**src/rtl/trap_cap_pkg.sv**
```systemverilog
package trap_cap_pkg;
  localparam int NUM_WIN = 2;
  localparam int REG_W   = 32;
  localparam int REG_AW  = 4;

  localparam logic [REG_AW-1:0] IDX_W0_BASE = 4'd0;
  localparam logic [REG_AW-1:0] IDX_W0_MASK = 4'd1;
  localparam logic [REG_AW-1:0] IDX_W0_CTL  = 4'd2;
  localparam logic [REG_AW-1:0] IDX_W1_BASE = 4'd3;
  localparam logic [REG_AW-1:0] IDX_W1_MASK = 4'd4;
  localparam logic [REG_AW-1:0] IDX_W1_CTL  = 4'd5;
  localparam logic [REG_AW-1:0] IDX_CAP_ADR = 4'd6;
  localparam logic [REG_AW-1:0] IDX_CAP_DAT = 4'd7;
  localparam logic [REG_AW-1:0] IDX_CAP_STS = 4'd8;
  localparam logic [REG_AW-1:0] IDX_GLOBAL  = 4'd9;

  localparam int CTL_BITS   = 5;
  localparam int VALID_BIT  = 16;
  localparam int WIN_BIT    = 8;

  typedef struct packed {
    logic capture;
    logic winSel;
    logic clearValid;
  } trapStrobes_t;
endpackage

```
**src/rtl/trap_window_match.sv**
```systemverilog
module trap_window_match #(
  parameter int ADDR_W = 32
) (
  input  logic [ADDR_W-1:0] baseAddr,
  input  logic [ADDR_W-1:0] ignoreMask,
  input  logic              rdEnable,
  input  logic              wrEnable,
  input  logic              spaceIo,
  input  logic [ADDR_W-1:0] txnAddr,
  input  logic              txnIsIo,
  input  logic              isWrite,
  output logic              qualHit
);
  logic addrMatch;
  logic dirEnabled;

  always_comb begin
    addrMatch  = (((txnAddr ^ baseAddr) & ~ignoreMask) == '0);
    dirEnabled = isWrite ? wrEnable : rdEnable;
    qualHit    = addrMatch && (txnIsIo == spaceIo) && dirEnabled;
  end
endmodule

```
**src/rtl/trap_cap_ctrl.sv**
```systemverilog
module trap_cap_ctrl
  import trap_cap_pkg::*;
#(
  parameter int ADDR_W = 32
) (
  input  logic                              txnDone,
  input  logic [ADDR_W-1:0]                 txnAddr,
  input  logic                              txnWriteBit,
  input  logic                              txnIsIo,
  input  logic [NUM_WIN-1:0][ADDR_W-1:0]    winBase,
  input  logic [NUM_WIN-1:0][ADDR_W-1:0]    winMask,
  input  logic [NUM_WIN-1:0][2:0]           winCtl,
  input  logic                              capValid,
  input  logic                              regWrEn,
  input  logic [REG_AW-1:0]                 regAddr,
  input  logic                              clearBit,
  output trapStrobes_t                      strb
);
  logic [NUM_WIN-1:0] qualHit;

  for (genvar w = 0; w < NUM_WIN; w++) begin : gWin
    trap_window_match #(.ADDR_W(ADDR_W)) uMatch (
      .baseAddr  (winBase[w]),
      .ignoreMask(winMask[w]),
      .rdEnable  (winCtl[w][0]),
      .wrEnable  (winCtl[w][1]),
      .spaceIo   (winCtl[w][2]),
      .txnAddr   (txnAddr),
      .txnIsIo   (txnIsIo),
      .isWrite   (txnWriteBit),
      .qualHit   (qualHit[w])
    );
  end

  always_comb begin
    strb            = '0;
    strb.capture    = txnDone && (|qualHit) && !capValid;
    strb.winSel     = !qualHit[0];
    strb.clearValid = regWrEn && (regAddr == IDX_CAP_STS) && clearBit;
  end
endmodule

```
**src/rtl/trap_cap_datapath.sv**
```systemverilog
module trap_cap_datapath
  import trap_cap_pkg::*;
#(
  parameter int ADDR_W = 32,
  parameter int DATA_W = 32,
  parameter int BE_W   = 4
) (
  input  logic                           clk,
  input  logic                           rstN,
  input  trapStrobes_t                   strb,
  input  logic [ADDR_W-1:0]              txnAddr,
  input  logic [DATA_W-1:0]              txnData,
  input  logic [BE_W-1:0]                txnByteEn,
  input  logic [3:0]                     txnCmd,
  input  logic                           regWrEn,
  input  logic [REG_AW-1:0]              regAddr,
  input  logic [REG_W-1:0]               regWrData,
  output logic [NUM_WIN-1:0][ADDR_W-1:0] winBase,
  output logic [NUM_WIN-1:0][ADDR_W-1:0] winMask,
  output logic [NUM_WIN-1:0][2:0]        winCtl,
  output logic                           capValid,
  output logic [ADDR_W-1:0]              capAddr,
  output logic [REG_W-1:0]               regRdData
);
  localparam int STS_W = 4 + BE_W;

  logic [NUM_WIN-1:0][CTL_BITS-1:0] ctlQ;
  logic                             globalQ;
  logic [DATA_W-1:0]                capData;
  logic [STS_W-1:0]                 capCmdBe;
  logic                             capWin;

  for (genvar w = 0; w < NUM_WIN; w++) begin : gCfg
    localparam logic [REG_AW-1:0] BASE_IDX = REG_AW'(3 * w);
    always_ff @(posedge clk) begin
      if (!rstN) begin
        winBase[w] <= '0;
        winMask[w] <= '0;
        ctlQ[w]    <= '0;
      end else if (regWrEn) begin
        if (regAddr == BASE_IDX)              winBase[w] <= regWrData[ADDR_W-1:0];
        if (regAddr == BASE_IDX + 4'd1)       winMask[w] <= regWrData[ADDR_W-1:0];
        if (regAddr == BASE_IDX + 4'd2)       ctlQ[w]    <= regWrData[CTL_BITS-1:0];
      end
    end
    assign winCtl[w] = ctlQ[w][2:0];
  end

  always_ff @(posedge clk) begin
    if (!rstN) begin
      globalQ <= 1'b0;
    end else if (regWrEn && regAddr == IDX_GLOBAL) begin
      globalQ <= regWrData[0];
    end
  end

  always_ff @(posedge clk) begin
    if (!rstN) begin
      capValid <= 1'b0;
      capAddr  <= '0;
      capData  <= '0;
      capCmdBe <= '0;
      capWin   <= 1'b0;
    end else if (strb.capture) begin
      capValid <= 1'b1;
      capAddr  <= txnAddr;
      capData  <= txnData;
      capCmdBe <= {txnByteEn, txnCmd};
      capWin   <= strb.winSel;
    end else if (strb.clearValid) begin
      capValid <= 1'b0;
    end
  end

  always_comb begin
    regRdData = '0;
    unique case (regAddr)
      IDX_W0_BASE: regRdData = REG_W'(winBase[0]);
      IDX_W0_MASK: regRdData = REG_W'(winMask[0]);
      IDX_W0_CTL:  regRdData = REG_W'(ctlQ[0]);
      IDX_W1_BASE: regRdData = REG_W'(winBase[1]);
      IDX_W1_MASK: regRdData = REG_W'(winMask[1]);
      IDX_W1_CTL:  regRdData = REG_W'(ctlQ[1]);
      IDX_CAP_ADR: regRdData = REG_W'(capAddr);
      IDX_CAP_DAT: regRdData = REG_W'(capData);
      IDX_CAP_STS: begin
        regRdData[STS_W-1:0]  = capCmdBe;
        regRdData[WIN_BIT]    = capWin;
        regRdData[VALID_BIT]  = capValid;
      end
      IDX_GLOBAL:  regRdData = REG_W'(globalQ);
      default:     regRdData = '0;
    endcase
  end
endmodule

```
**src/rtl/bus_trap_capture.sv**
```systemverilog
module bus_trap_capture
  import trap_cap_pkg::*;
#(
  parameter int ADDR_W = 32,
  parameter int DATA_W = 32,
  parameter int BE_W   = 4
) (
  input  logic              clk,
  input  logic              rstN,
  input  logic              txnDone,
  input  logic [ADDR_W-1:0] txnAddr,
  input  logic [DATA_W-1:0] txnData,
  input  logic [BE_W-1:0]   txnByteEn,
  input  logic [3:0]        txnCmd,
  input  logic              txnIsIo,
  input  logic              regWrEn,
  input  logic [3:0]        regAddr,
  input  logic [31:0]       regWrData,
  output logic [31:0]       regRdData
);
  trapStrobes_t                   strb;
  logic [NUM_WIN-1:0][ADDR_W-1:0] winBase;
  logic [NUM_WIN-1:0][ADDR_W-1:0] winMask;
  logic [NUM_WIN-1:0][2:0]        winCtl;
  logic                           capValid;
  logic [ADDR_W-1:0]              capAddr;

  trap_cap_ctrl #(.ADDR_W(ADDR_W)) uCtrl (
    .txnDone    (txnDone),
    .txnAddr    (txnAddr),
    .txnWriteBit(txnCmd[0]),
    .txnIsIo    (txnIsIo),
    .winBase    (winBase),
    .winMask    (winMask),
    .winCtl     (winCtl),
    .capValid   (capValid),
    .regWrEn    (regWrEn),
    .regAddr    (regAddr),
    .clearBit   (regWrData[VALID_BIT]),
    .strb       (strb)
  );

  trap_cap_datapath #(.ADDR_W(ADDR_W), .DATA_W(DATA_W), .BE_W(BE_W)) uData (
    .clk      (clk),
    .rstN     (rstN),
    .strb     (strb),
    .txnAddr  (txnAddr),
    .txnData  (txnData),
    .txnByteEn(txnByteEn),
    .txnCmd   (txnCmd),
    .regWrEn  (regWrEn),
    .regAddr  (regAddr),
    .regWrData(regWrData),
    .winBase  (winBase),
    .winMask  (winMask),
    .winCtl   (winCtl),
    .capValid (capValid),
    .capAddr  (capAddr),
    .regRdData(regRdData)
  );
endmodule

```
**config.mk**
```make
export PLATFORM = sky130hd
export DESIGN_NAME = bus_trap_capture
export DESIGN_NICKNAME = d
export VERILOG_FILES = /design/src/rtl/trap_cap_pkg.sv /design/src/rtl/trap_window_match.sv /design/src/rtl/trap_cap_ctrl.sv /design/src/rtl/trap_cap_datapath.sv /design/src/rtl/bus_trap_capture.sv
export SDC_FILE = /design/constraint.sdc
export NUM_CORES = 1
export LEC_CHECK = 0
export BUFFER_PORTS_ARGS = -buffer_cell sky130_fd_sc_hd__buf_2
export CAP_MARGIN = 5
export CORE_MARGIN = 8
export CORE_UTILIZATION = 35
export CTS_CLUSTER_SIZE = 28
export DETAILED_ROUTE_END_ITERATION = 7
export PLACE_DENSITY = 0.64
export SETUP_SLACK_MARGIN = 0.2
export SYNTH_ARGS = -nofsm -noshare
export SYNTH_HDL_FRONTEND = slang
export SYNTH_HIERARCHICAL = 1
export SYNTH_SLANG_ARGS = --single-unit
```
**constraint.sdc**
```tcl
create_clock -name clk -period 5.2 [get_ports clk]
set_input_delay 1.04 -clock clk [delete_from_list [all_inputs] [get_ports clk]]
set_output_delay 1.04 -clock clk [all_outputs]
set_load 0.02 [all_outputs]
```
**Word level (Yosys, flattened, before mapping)**

Index checks and enable logic that the tools add are counted.

- Register bits after elaboration: 213
- Bits of input ports: 113
- Output and inout bits: 32
- Logic and storage cells: 59

- Equal/unequal tests: 11
- Mux-type cells: 8
- Bitwise gates (word level): 6
- Reduce and logical (&&, ||, !) cells: 22

Operator list:

| cell | count |
|---|---|
| one-hot mux 15 bit (6 select lines) | 1 |
| one-hot mux 9 bit (10 select lines) | 1 |
| AND 32 bit | 2 |
| zero test 32 bit | 2 |
| NOT 32 bit | 2 |
| bitwise XOR 32 bit | 2 |
| one-hot mux 7 bit (6 select lines) | 1 |
| == test 4 x 3 -> 1 bit, second input constant | 4 |
| AND reduction 2 bit | 6 |
| logical AND 1 bit | 9 |
| == test 4 x 2 -> 1 bit, second input constant | 2 |
| == test 4 bit, second input constant | 2 |
| one-hot mux 1 bit (7 select lines) | 1 |
| == test 4 x 1 -> 1 bit, second input constant | 1 |
| zero test 4 bit | 1 |
| 2-to-1 mux 1 bit | 4 |
| == test 1 bit | 2 |
| zero test 1 bit | 2 |
| nonzero test 2 bit | 1 |
| OR reduction 2 bit | 1 |

**Logic depth before layout (Yosys ltp)**

Gate-level depths: netlist (run 1).

- Depth in word-level cells: 9
- Gate-level depth with buffers: 12
- Depth with buffers taken out: 9

**By module**

Netlist (run 1), hierarchy kept.

By module, submodules not included:

| module | instances | cells each | area an instance (um^2) | sequential area each (um^2) |
|---|---|---|---|---|
| trap_cap_datapath | 1 | 1148 | 9872.0 | 4264.1 |
| trap_window_match | 2 | 61 | 464.2 | 0.0 |
| trap_cap_ctrl | 1 | 5 | 33.8 | 0.0 |

**Worst setup path after synthesis (run 1)**

OpenSTA, ideal clock, no wires.

- Path kind: input to output
- From: in regAddr[0]
- To: out regRdData[5]
- Arrival: 2.381 ns
- Data required time: 4.160 ns
- Setup slack: 1.779 ns
- Stages: 7
- Buffers on the path: 4
- Path through: buf_4 > buf_4 > buf_2 > buf_4 > nor3b_1 > a32oi_1 > o221ai_1

- Longest elaborated chain between the ends: 2
- Elaborated cells on any way between the ends: 11
- Those cells by class: 9 x eq/ne; 1 x mux; 1 x reduce/logical

Ends and longest elaborated chain:

| element | RTL line | text |
|---|---|---|
| start, declared | bus_trap_capture.sv:17 | `input logic [3:0] regAddr,` |
| == test 4 bit, or another cell as far along | trap_cap_datapath.sv:77 | `unique case (regAddr)` |
| one-hot mux 9 bit (10 select lines) (*) | trap_cap_datapath.sv:77 |  |
| end, declared | bus_trap_capture.sv:19 | `output logic [31:0] regRdData` |

Mark *: on every way between the ends. The rest lies on a longest branch, timed or not.

**Worst setup path in the final report (run 1)**

- From: in regAddr[1]
- To: out regRdData[0]

Same word-level chain as after synthesis.

==> metrics.md, run 1 <==
| Metric | Value |
|---|---|
| Number of synthesized flops with an enable pin | 0 |
| Share of synthesized registers carrying an async set or reset | 0% |
| Post-CTS Setup Repair Bufs | 0 |
| Sequential share of the synthesized area | 39.36% |
| Antenna violations before repair | 10 |
| Worst VDD drop | 226.6 µV |
| Kind of cell adding the most delay to the critical path | simple AND/OR/NAND/NOR gates |
| Cell with the most instances on the worst path | sky130_fd_sc_hd__buf_2 |
| Detail Route Antenna Nets | 0 |
| Critical Setup Path Class | input pin to output pin |
| Leakage power figure | 4.148 nW |
| Core ar. | between 0.03 and 0.04 mm² |
| Worst-path maximum fanout | 33 |
| Transition at the pin with the smallest max-transition slack | 1.152 ns |
| Wire length reported by the detailed router | around 42,000 µm |
| Seq cells post-synth | 213 |
| Crit path cell chain | buf_2 -> or2_2 -> o32ai_1 -> or4_1 -> buf_2 |
| Worst slew margin | 23.22% |
| Sequential cell fraction of total power | 43.6% |
| Clock tree root driver cell | sky130_fd_sc_hd__clkbuf_16 |
| Dpl hpwl | 28,180 µm |
| Clock network fraction of design power | 46.8% |
| Total power after layout | 0.003805 W |
| Clock insertion delay at the later pin of the skew report | 0.51 ns |
| Worst path max stage delay | 0.59 ns |
| Element type at the critical path end | output pin |
| Final routed wire length divided by cell count | 23.96 µm |
| Post-synth net total | approximately 1,400 |
| Share of final-layout standard cells stronger than drive strength 1 | 18.04% |
| Crit share post-route | 79.99% |
| Fmax achieved | 0.2404 GHz |
| Count of pins on the block boundary | 145 |
| Routability congestion estimate | 0.8986 |
| Wire length of the first global-routing pass | 63,670 µm |
| Switching share of power | between 20 and 25% |
| P_int | roughly 0.0029 W |
| Average via count per standard cell | ~6 |
| Startpoint class of the critical path | input pin |
| Final hold slack | 0.4831 ns |
| Final instance area | around 0.013 mm² |
| CTS-repair resized insts | 0 |
| Yosys cell types | between 50 and 60 |
| Clock Tree Buf Depth | 3 |
| Post-synthesis instance area | 0.01083 mm² |
| # setup viols final | 0 |
| Total die area | 0.03684 mm² |
| Maximum number of pins on one net before global-route repair | 146 |
| Clock period minus final worst setup slack | 4.160 ns |
| Height of the die | about 190 µm |
| Arrival time reported for the critical path endpoint | 3.12 ns |
| Kind of path behind the tightest hold check | register to register |
| Switching pwr | 0.0009510 W |
| Total global routing track utilization | 22.06% |
| Hold buffers post-CTS | 0 |
| Setup Total Neg Slack | 0 ns |
| Max-slew violation count | 0 |
| Critical path data required time | 4.16 ns |
| Critical path's slowest cell | sky130_fd_sc_hd__or2_2 |
| Number of buffers created by CTS | 24 |
| Chip width | between 150 and 200 µm |
| Cell count after synthesis | 1,275 |
| Outcome | finished, final reports clean |
| H-tree depth | 1 |
| Number of max-capacitance violations reported | 0 |
| Sinks on Clock Net | 213 |
| Final #Nets | approximately 1,500 |
| Power per cell area | 302.5 mW/mm² |
| YS warnings | 6 |
| Setup skew after layout | 0.007541 ns |
| Remaining DRCs | 0 |
| Post-place instance area | 0.01175 mm² |
| Total via count after detailed routing | 10,630 |
| Synthesized area per cell | 8.497 µm² |
| Count of input and output buffers | between 100 and 150 |
| Syn-to-layout area delta | 16.10% |
| Flop2flop setup slack | 2.41 ns |
| Combinational share of power | roughly a tenth |
| Post-synth top flop | sky130_fd_sc_hd__dfxtp_1 |
| Via count of the first global-routing pass | 10,330 |
| RSZ-0062 raised after global routing | false |
| Remaining Overflow, GRT | 0 |
| Clock-pin slew of the registers on the worst-case setup and hold paths | 0.05 ns |
| Initial detailed-routing violation count | 1,455 |
| Pre-antenna DRT Iters | 6 |
| TritonCTS clock tree | done |
| Total buffers and inverters traversed by the critical path | 2 |
| Hold violation total from the final report | 0 |
| Number of core rows | 64 |
| Initial cell density of the core | 35.51% |
-- layer usage --
layer | up-vias | track usage [%] | share of wire (%)
li1 | 4802 | - | -
met3 | 130 | 5.320 | 11
met2 | 606 | 33.24 | 43
met4 | 20 | 8.378 | 3.9
met1 | 5074 | 30.01 | 42
met5 | - | 0 | 0.29
-- final cells by class --
class,instances,area (µm²)
fillers,3035,17930
multi-input cells,927,5934
flip-flops and latches,213,4264
repair buffers,180,1028
clock buffers,37,720.7
well taps,396,495.5
clock inverters,6,105.1
inverters,6,27.53
diodes,1,2.502
-- state kept, by name, indices dropped and copies added (netlist names) --
register,flops
uData/winCtl,6
uData/capAddr,32
uData/capValid,1
uData/winBase,64
uData/capData,32
uData/winMask,64
uData/globalQ,1
uData/capCmdBe,8
uData/ctlQ,4
uData/capWin,1
-- stage by stage --
stage          setup WS [ns]  utilization (%)  instances
6_report               1.040            41.23       1766
5_1_grt               0.9485            41.22       1765
4_1_cts                1.094            41.22       1765
3_5_place_dp           1.082            38.51       1722
3_3_place_gp           1.102            38.51       1722
2_1_floorplan          1.779                -       1275
-- cell usage after synthesis (3+ instances only) --
cell                        number  share of area, %
sky130_fd_sc_hd__buf_1           7              0.24
sky130_fd_sc_hd__nand2_1         6              0.21
sky130_fd_sc_hd__buf_4          12              0.83
sky130_fd_sc_hd__dfxtp_1       213                39
sky130_fd_sc_hd__nand3_1       140               6.5
sky130_fd_sc_hd__nand3b_1       21               1.5
sky130_fd_sc_hd__o211ai_1       12              0.83
sky130_fd_sc_hd__o21ai_0       139               6.4
sky130_fd_sc_hd__clkbuf_1       63               2.2
sky130_fd_sc_hd__o22a_1          3              0.24
sky130_fd_sc_hd__or4_1           3              0.21
sky130_fd_sc_hd__nor3b_1        14              0.97
sky130_fd_sc_hd__o22ai_1        29               1.7
sky130_fd_sc_hd__xnor2_1        66               5.3
sky130_fd_sc_hd__inv_1           5              0.17
sky130_fd_sc_hd__o21ai_1        10              0.46
sky130_fd_sc_hd__and3_1         11              0.64
sky130_fd_sc_hd__nor2b_1         9              0.52
sky130_fd_sc_hd__a2bb2oi_1       4              0.32
sky130_fd_sc_hd__nor3_2          5              0.46
sky130_fd_sc_hd__mux2i_1        97               9.0
sky130_fd_sc_hd__buf_2          41               1.9
sky130_fd_sc_hd__o221ai_1       11              0.89
sky130_fd_sc_hd__a22oi_1        37               2.6
sky130_fd_sc_hd__nor2_1         90               3.1
sky130_fd_sc_hd__a21oi_1       150               6.9
sky130_fd_sc_hd__nand2b_1        4              0.23
sky130_fd_sc_hd__or3_1           3              0.17
sky130_fd_sc_hd__or2_2           5              0.29
sky130_fd_sc_hd__mux2_2          8              0.83
sky130_fd_sc_hd__a32oi_1        10              0.81
sky130_fd_sc_hd__buf_6           6              0.62
-- tightest hold or removal path: cells and delay by family (launching register included) --
| kind | cells | cell delay (ns) |
|---|---|---|
| AOI/OAI and AO/OA | 2 | 0.13 |
| DFF | 1 | 0.31 |
-- power by group through the flow --
| stage | Combinational, W | Clock, W | Sequential [W] |
|---|---|---|---|
| after global placement | 0.000354 | 0 | 0.00169 |
| after global routing | 0.000384 | 0.00187 | 0.00166 |
| after detailed placement | 0.000357 | 0 | 0.00169 |
| after CTS | 0.000358 | 0.00179 | 0.00166 |
| after floorplan | 0.000194 | 0 | 0.00169 |
| final | 0.000367 | 0.00178 | 0.00166 |
-- final timing paths --
| kind | from | depth (start not counted) | to |
|---|---|---|---|
| max | regAddr[1] | 5 | regRdData[0] |
| max reg2reg | uData/winBase[1] | 10 | uData/capData[11] |
| min reg2reg | uData/ctlQ[9] | 2 | uData/ctlQ[9] |
| min | uData/ctlQ[9] | 2 | uData/ctlQ[9] |
-- cells by family (layout without fill, tap and decap cells) --
kind of cell	count (synthesis)	count (layout)	synth area share (%)
muxes	109	109	10.28
AOI/OAI and AO/OA	421	421	22.45
other	0	1	0
DFF	213	213	39.36
and+or+nand+nor	331	331	16.60
buffers and inverters	135	229	5.982
xor gates and xnor gates	66	66	5.335
-- cell usage in the layout, fill, tap and decap left out, drive strengths merged, types with 4 or more instances in the layout --
| master | synthesis | final |
|---|---|---|
| nand3b | 21 | 21 |
| nand3 | 140 | 140 |
| xnor2 | 66 | 66 |
| nor3 | 6 | 6 |
| nand2 | 6 | 6 |
| a32oi | 10 | 10 |
| nand2b | 4 | 4 |
| nor3b | 14 | 14 |
| o221ai | 11 | 11 |
| buf | 66 | 180 |
| mux2 | 12 | 12 |
| clkbuf | 63 | 37 |
| a21oi | 150 | 150 |
| a2bb2oi | 4 | 4 |
| o21ai | 149 | 149 |
| and3 | 11 | 11 |
| mux2i | 97 | 97 |
| o211ai | 12 | 12 |
| or2 | 5 | 5 |
| o22ai | 29 | 29 |
| dfxtp | 213 | 213 |
| a22oi | 37 | 37 |
| nor2 | 91 | 91 |
| inv | 5 | 6 |
| nor2b | 9 | 9 |
Power figures use the tool's default switching activity.
==> run 2: changes to the inputs <==
==> constraint.sdc (replaced) <==
create_clock -name clk -period 4.3 [get_ports clk]
set_input_delay 0.86 -clock clk [delete_from_list [all_inputs] [get_ports clk]]
set_output_delay 0.86 -clock clk [all_outputs]
set_load 0.02 [all_outputs]
==> run 2 against run 1 <==
Compared with the run above: first-iteration DRC count shrank 5.4%; clock power up 27%; clock-buffer cell count decreased by 6; critical path depth grew 1; via count is 0.31% higher; register-to-register slack worse by 0.86 ns; hold slack worse by 0.0029 ns; final area grew 0.81%; largest cell class unchanged.
==> metrics.md, run 2 (synthesis results as in run 1) <==
| Metric | Value |
|---|---|
| Outcome | finished, final reports clean (unchanged) |
| Leakage power figure | 4.198 nW (was 4.148 nW) |
| Clock tree root driver cell | sky130_fd_sc_hd__clkbuf_16 (unchanged) |
| Worst slew margin | 40.30% (was 23.22%) |
| Remaining DRCs | 0 (unchanged) |
| Worst VDD drop | 261.9 µV (was 226.6 µV) |
| Initial cell density of the core | 35.51% (unchanged) |
| CTS-repair resized insts | 0 (unchanged) |
| TritonCTS clock tree | done (unchanged) |
| Max-slew violation count | 0 (unchanged) |
| Total global routing track utilization | 22.07% (was 22.06%) |
| Count of input and output buffers | 144 (unchanged) |
| Dpl hpwl | 28,540 µm (was 28,180 µm) |
| Startpoint class of the critical path | input pin (unchanged) |
| Number of max-capacitance violations reported | 0 (unchanged) |
| Hold violation total from the final report | 0 (unchanged) |
| Number of core rows | 64 (unchanged) |
| Post-CTS Setup Repair Bufs | 0 (unchanged) |
| Critical Setup Path Class | input pin to output pin (unchanged) |
| Crit path cell chain | buf_2 -> buf_4 -> and4b_1 -> a22oi_1 -> o211ai_1 -> buf_2 (was buf_2 -> or2_2 -> o32ai_1 -> or4_1 -> buf_2) |
| Final routed wire length divided by cell count | 23.86 µm (was 23.96 µm) |
| Height of the die | 191.9 µm (unchanged) |
| Critical path's slowest cell | sky130_fd_sc_hd__and4b_1 (was sky130_fd_sc_hd__or2_2) |
| Critical path data required time | 3.44 ns (was 4.16 ns) |
| Maximum number of pins on one net before global-route repair | 103 (was 146) |
| Total buffers and inverters traversed by the critical path | 3 (was 2) |
| Setup skew after layout | 0.01075 ns (was 0.007541 ns) |
| Wire length reported by the detailed router | 42,250 µm (was 42,320 µm) |
| Worst path max stage delay | 0.55 ns (was 0.59 ns) |
| Count of pins on the block boundary | 145 (unchanged) |
| Total via count after detailed routing | 10,670 (was 10,630) |
| Final instance area | 0.01268 mm² (was 0.01258 mm²) |
| Share of final-layout standard cells stronger than drive strength 1 | 18.51% (was 18.04%) |
| Clock period minus final worst setup slack | approximately 3.7 ns |
| Core ar. | 0.03051 mm² (unchanged) |
| Kind of cell adding the most delay to the critical path | buffers and inverters (was simple AND/OR/NAND/NOR gates) |
| Crit share post-route | between 80% and 90% |
| Largest registers | uData/winBase: 64 flops, uData/winMask: 64 flops (unchanged) |
| Remaining Overflow, GRT | 0 (unchanged) |
| RSZ-0062 raised after global routing | false (unchanged) |
| Average via count per standard cell | 6.022 (was 6.020) |
| Clock insertion delay at the later pin of the skew report | 0.53 ns (was 0.51 ns) |
| Final Util | 41.56% (was 41.23%) |
| H-tree depth | 1 (unchanged) |
| Power per cell area | 371.8 mW/mm² (was 302.5 mW/mm²) |
| Post-place instance area | 0.01181 mm² (was 0.01175 mm²) |
| Pre-antenna DRT Iters | 5 (was 6) |
| Number of buffers created by CTS | 24 (unchanged) |
| Clock Tree Buf Depth | 3 (unchanged) |
| Transition at the pin with the smallest max-transition slack | 0.8954 ns (was 1.152 ns) |
| Worst setup slack after layout | 0.6477 ns (was 1.040 ns) |
| Setup Total Neg Slack | 0 ns (unchanged) |
| Routability congestion estimate | 0.9189 (was 0.8986) |
| Final #Nets | 1,470 (was 1,465) |
| Clock-pin slew of the registers on the worst-case setup and hold paths | 0.06 ns (was 0.05 ns) |
| Sinks on Clock Net | 213 (unchanged) |
| Arrival time reported for the critical path endpoint | 2.79 ns (was 3.12 ns) |
| Wire length of the first global-routing pass | 63,490 µm (was 63,670 µm) |
| Pre-CTS setup slack | 0.7566 ns (was 1.082 ns) |
| Highest-count cells in the layout ignoring fill and taps | sky130_fd_sc_hd__dfxtp_1, sky130_fd_sc_hd__a21oi_1, sky130_fd_sc_hd__buf_2 (unchanged) |
| Commonest non-fill, non-tap cell in the layout | sky130_fd_sc_hd__dfxtp_1 (unchanged) |
| Antenna violations before repair | 10 (unchanged) |
| # setup viols final | 0 (unchanged) |
| Via count of the first global-routing pass | 10,150 (was 10,330) |
| Syn-to-layout area delta | 17.03% (was 16.10%) |
| Kind of path behind the tightest hold check | register to register (unchanged) |
| Fmax achieved | 0.2738 GHz |
| Chip width | 191.9 µm (unchanged) |
| Cell with the most instances on the worst path | sky130_fd_sc_hd__buf_2 (unchanged) |
| Hold buffers post-CTS | 0 (unchanged) |
| Element type at the critical path end | output pin (unchanged) |
| Total die area | 0.03684 mm² (unchanged) |
| Worst-path maximum fanout | 22 (was 33) |
| Initial detailed-routing violation count | 1,376 (was 1,455) |
| Detail Route Antenna Nets | 0 (unchanged) |
-- run 2: changes by cell type in the layout (fill, tap and decap cells not counted), sizes merged --
cell and change:
clkbuf -6, clkinv +1, bufinv +2, buf +5, clkinvlp +1, diode +2
-- run 2: metal layers --
| layer | track usage, % | vias to the layer above | wire length (µm) |
|---|---|---|---|
| li1 | - | 4819 | - |
| met1 | 29.24 | 5113 | 17390 |
| met2 | 33.51 | 599 | 18680 |
| met5 | 0 | - | 92 |
| met4 | 8.259 | 14 | 1486 |
| met3 | 6.354 | 120 | 4606 |
-- run 2: final cells by class --
type / count / area (µm²)
Clock buffer: 31 / 678.2
Clock inverter: 10 / 181.4
Tap cell: 396 / 495.5
Antenna cell: 3 / 7.507
Inverter: 6 / 27.53
Fill cell: 3045 / 17830
Sequential cell: 213 / 4264
Timing Repair Buffer: 185 / 1091
Multi-Input combinational cell: 927 / 5934
-- run 2: worst paths after layout --
kind	startpoint	to	slack (ns)	depth (start not counted)
min	uData/ctlQ[8]	uData/ctlQ[8]	0.48	2
min reg2reg	uData/ctlQ[8]	uData/ctlQ[8]	0.48	2
max	regAddr[0]	regRdData[26]	0.65	6
max reg2reg	uData/winBase[8]	uData/capAddr[20]	1.55	10
-- run 2: report_power, final --
group	switching, W	internal [W]	total (W)
Combinational	0.000306	0.000139	0.000446
Clock	0.000857	0.00141	0.00226
Sequential	0.0000163	0.00199	0.00201
-- run 2: worst min-delay path, delay by kind of cell (launching register included) --
| family | cells | cell delay (ns) |
|---|---|---|
| flip-flops | 1 | 0.31 |
| AO/OA/AOI/OAI | 2 | 0.13 |
-- run 2: stage by stage --
step | hold WS [ns] | power (W) | instances
floorplan | 0.4512 | 0.002278 | 1275
global placement | 0.4600 | 0.002477 | 1727
detailed placement | 0.4721 | 0.002481 | 1727
CTS | 0.4809 | 0.004723 | 1768
global route | 0.5095 | 0.004845 | 1770
finish | 0.4802 | 0.004715 | 1771
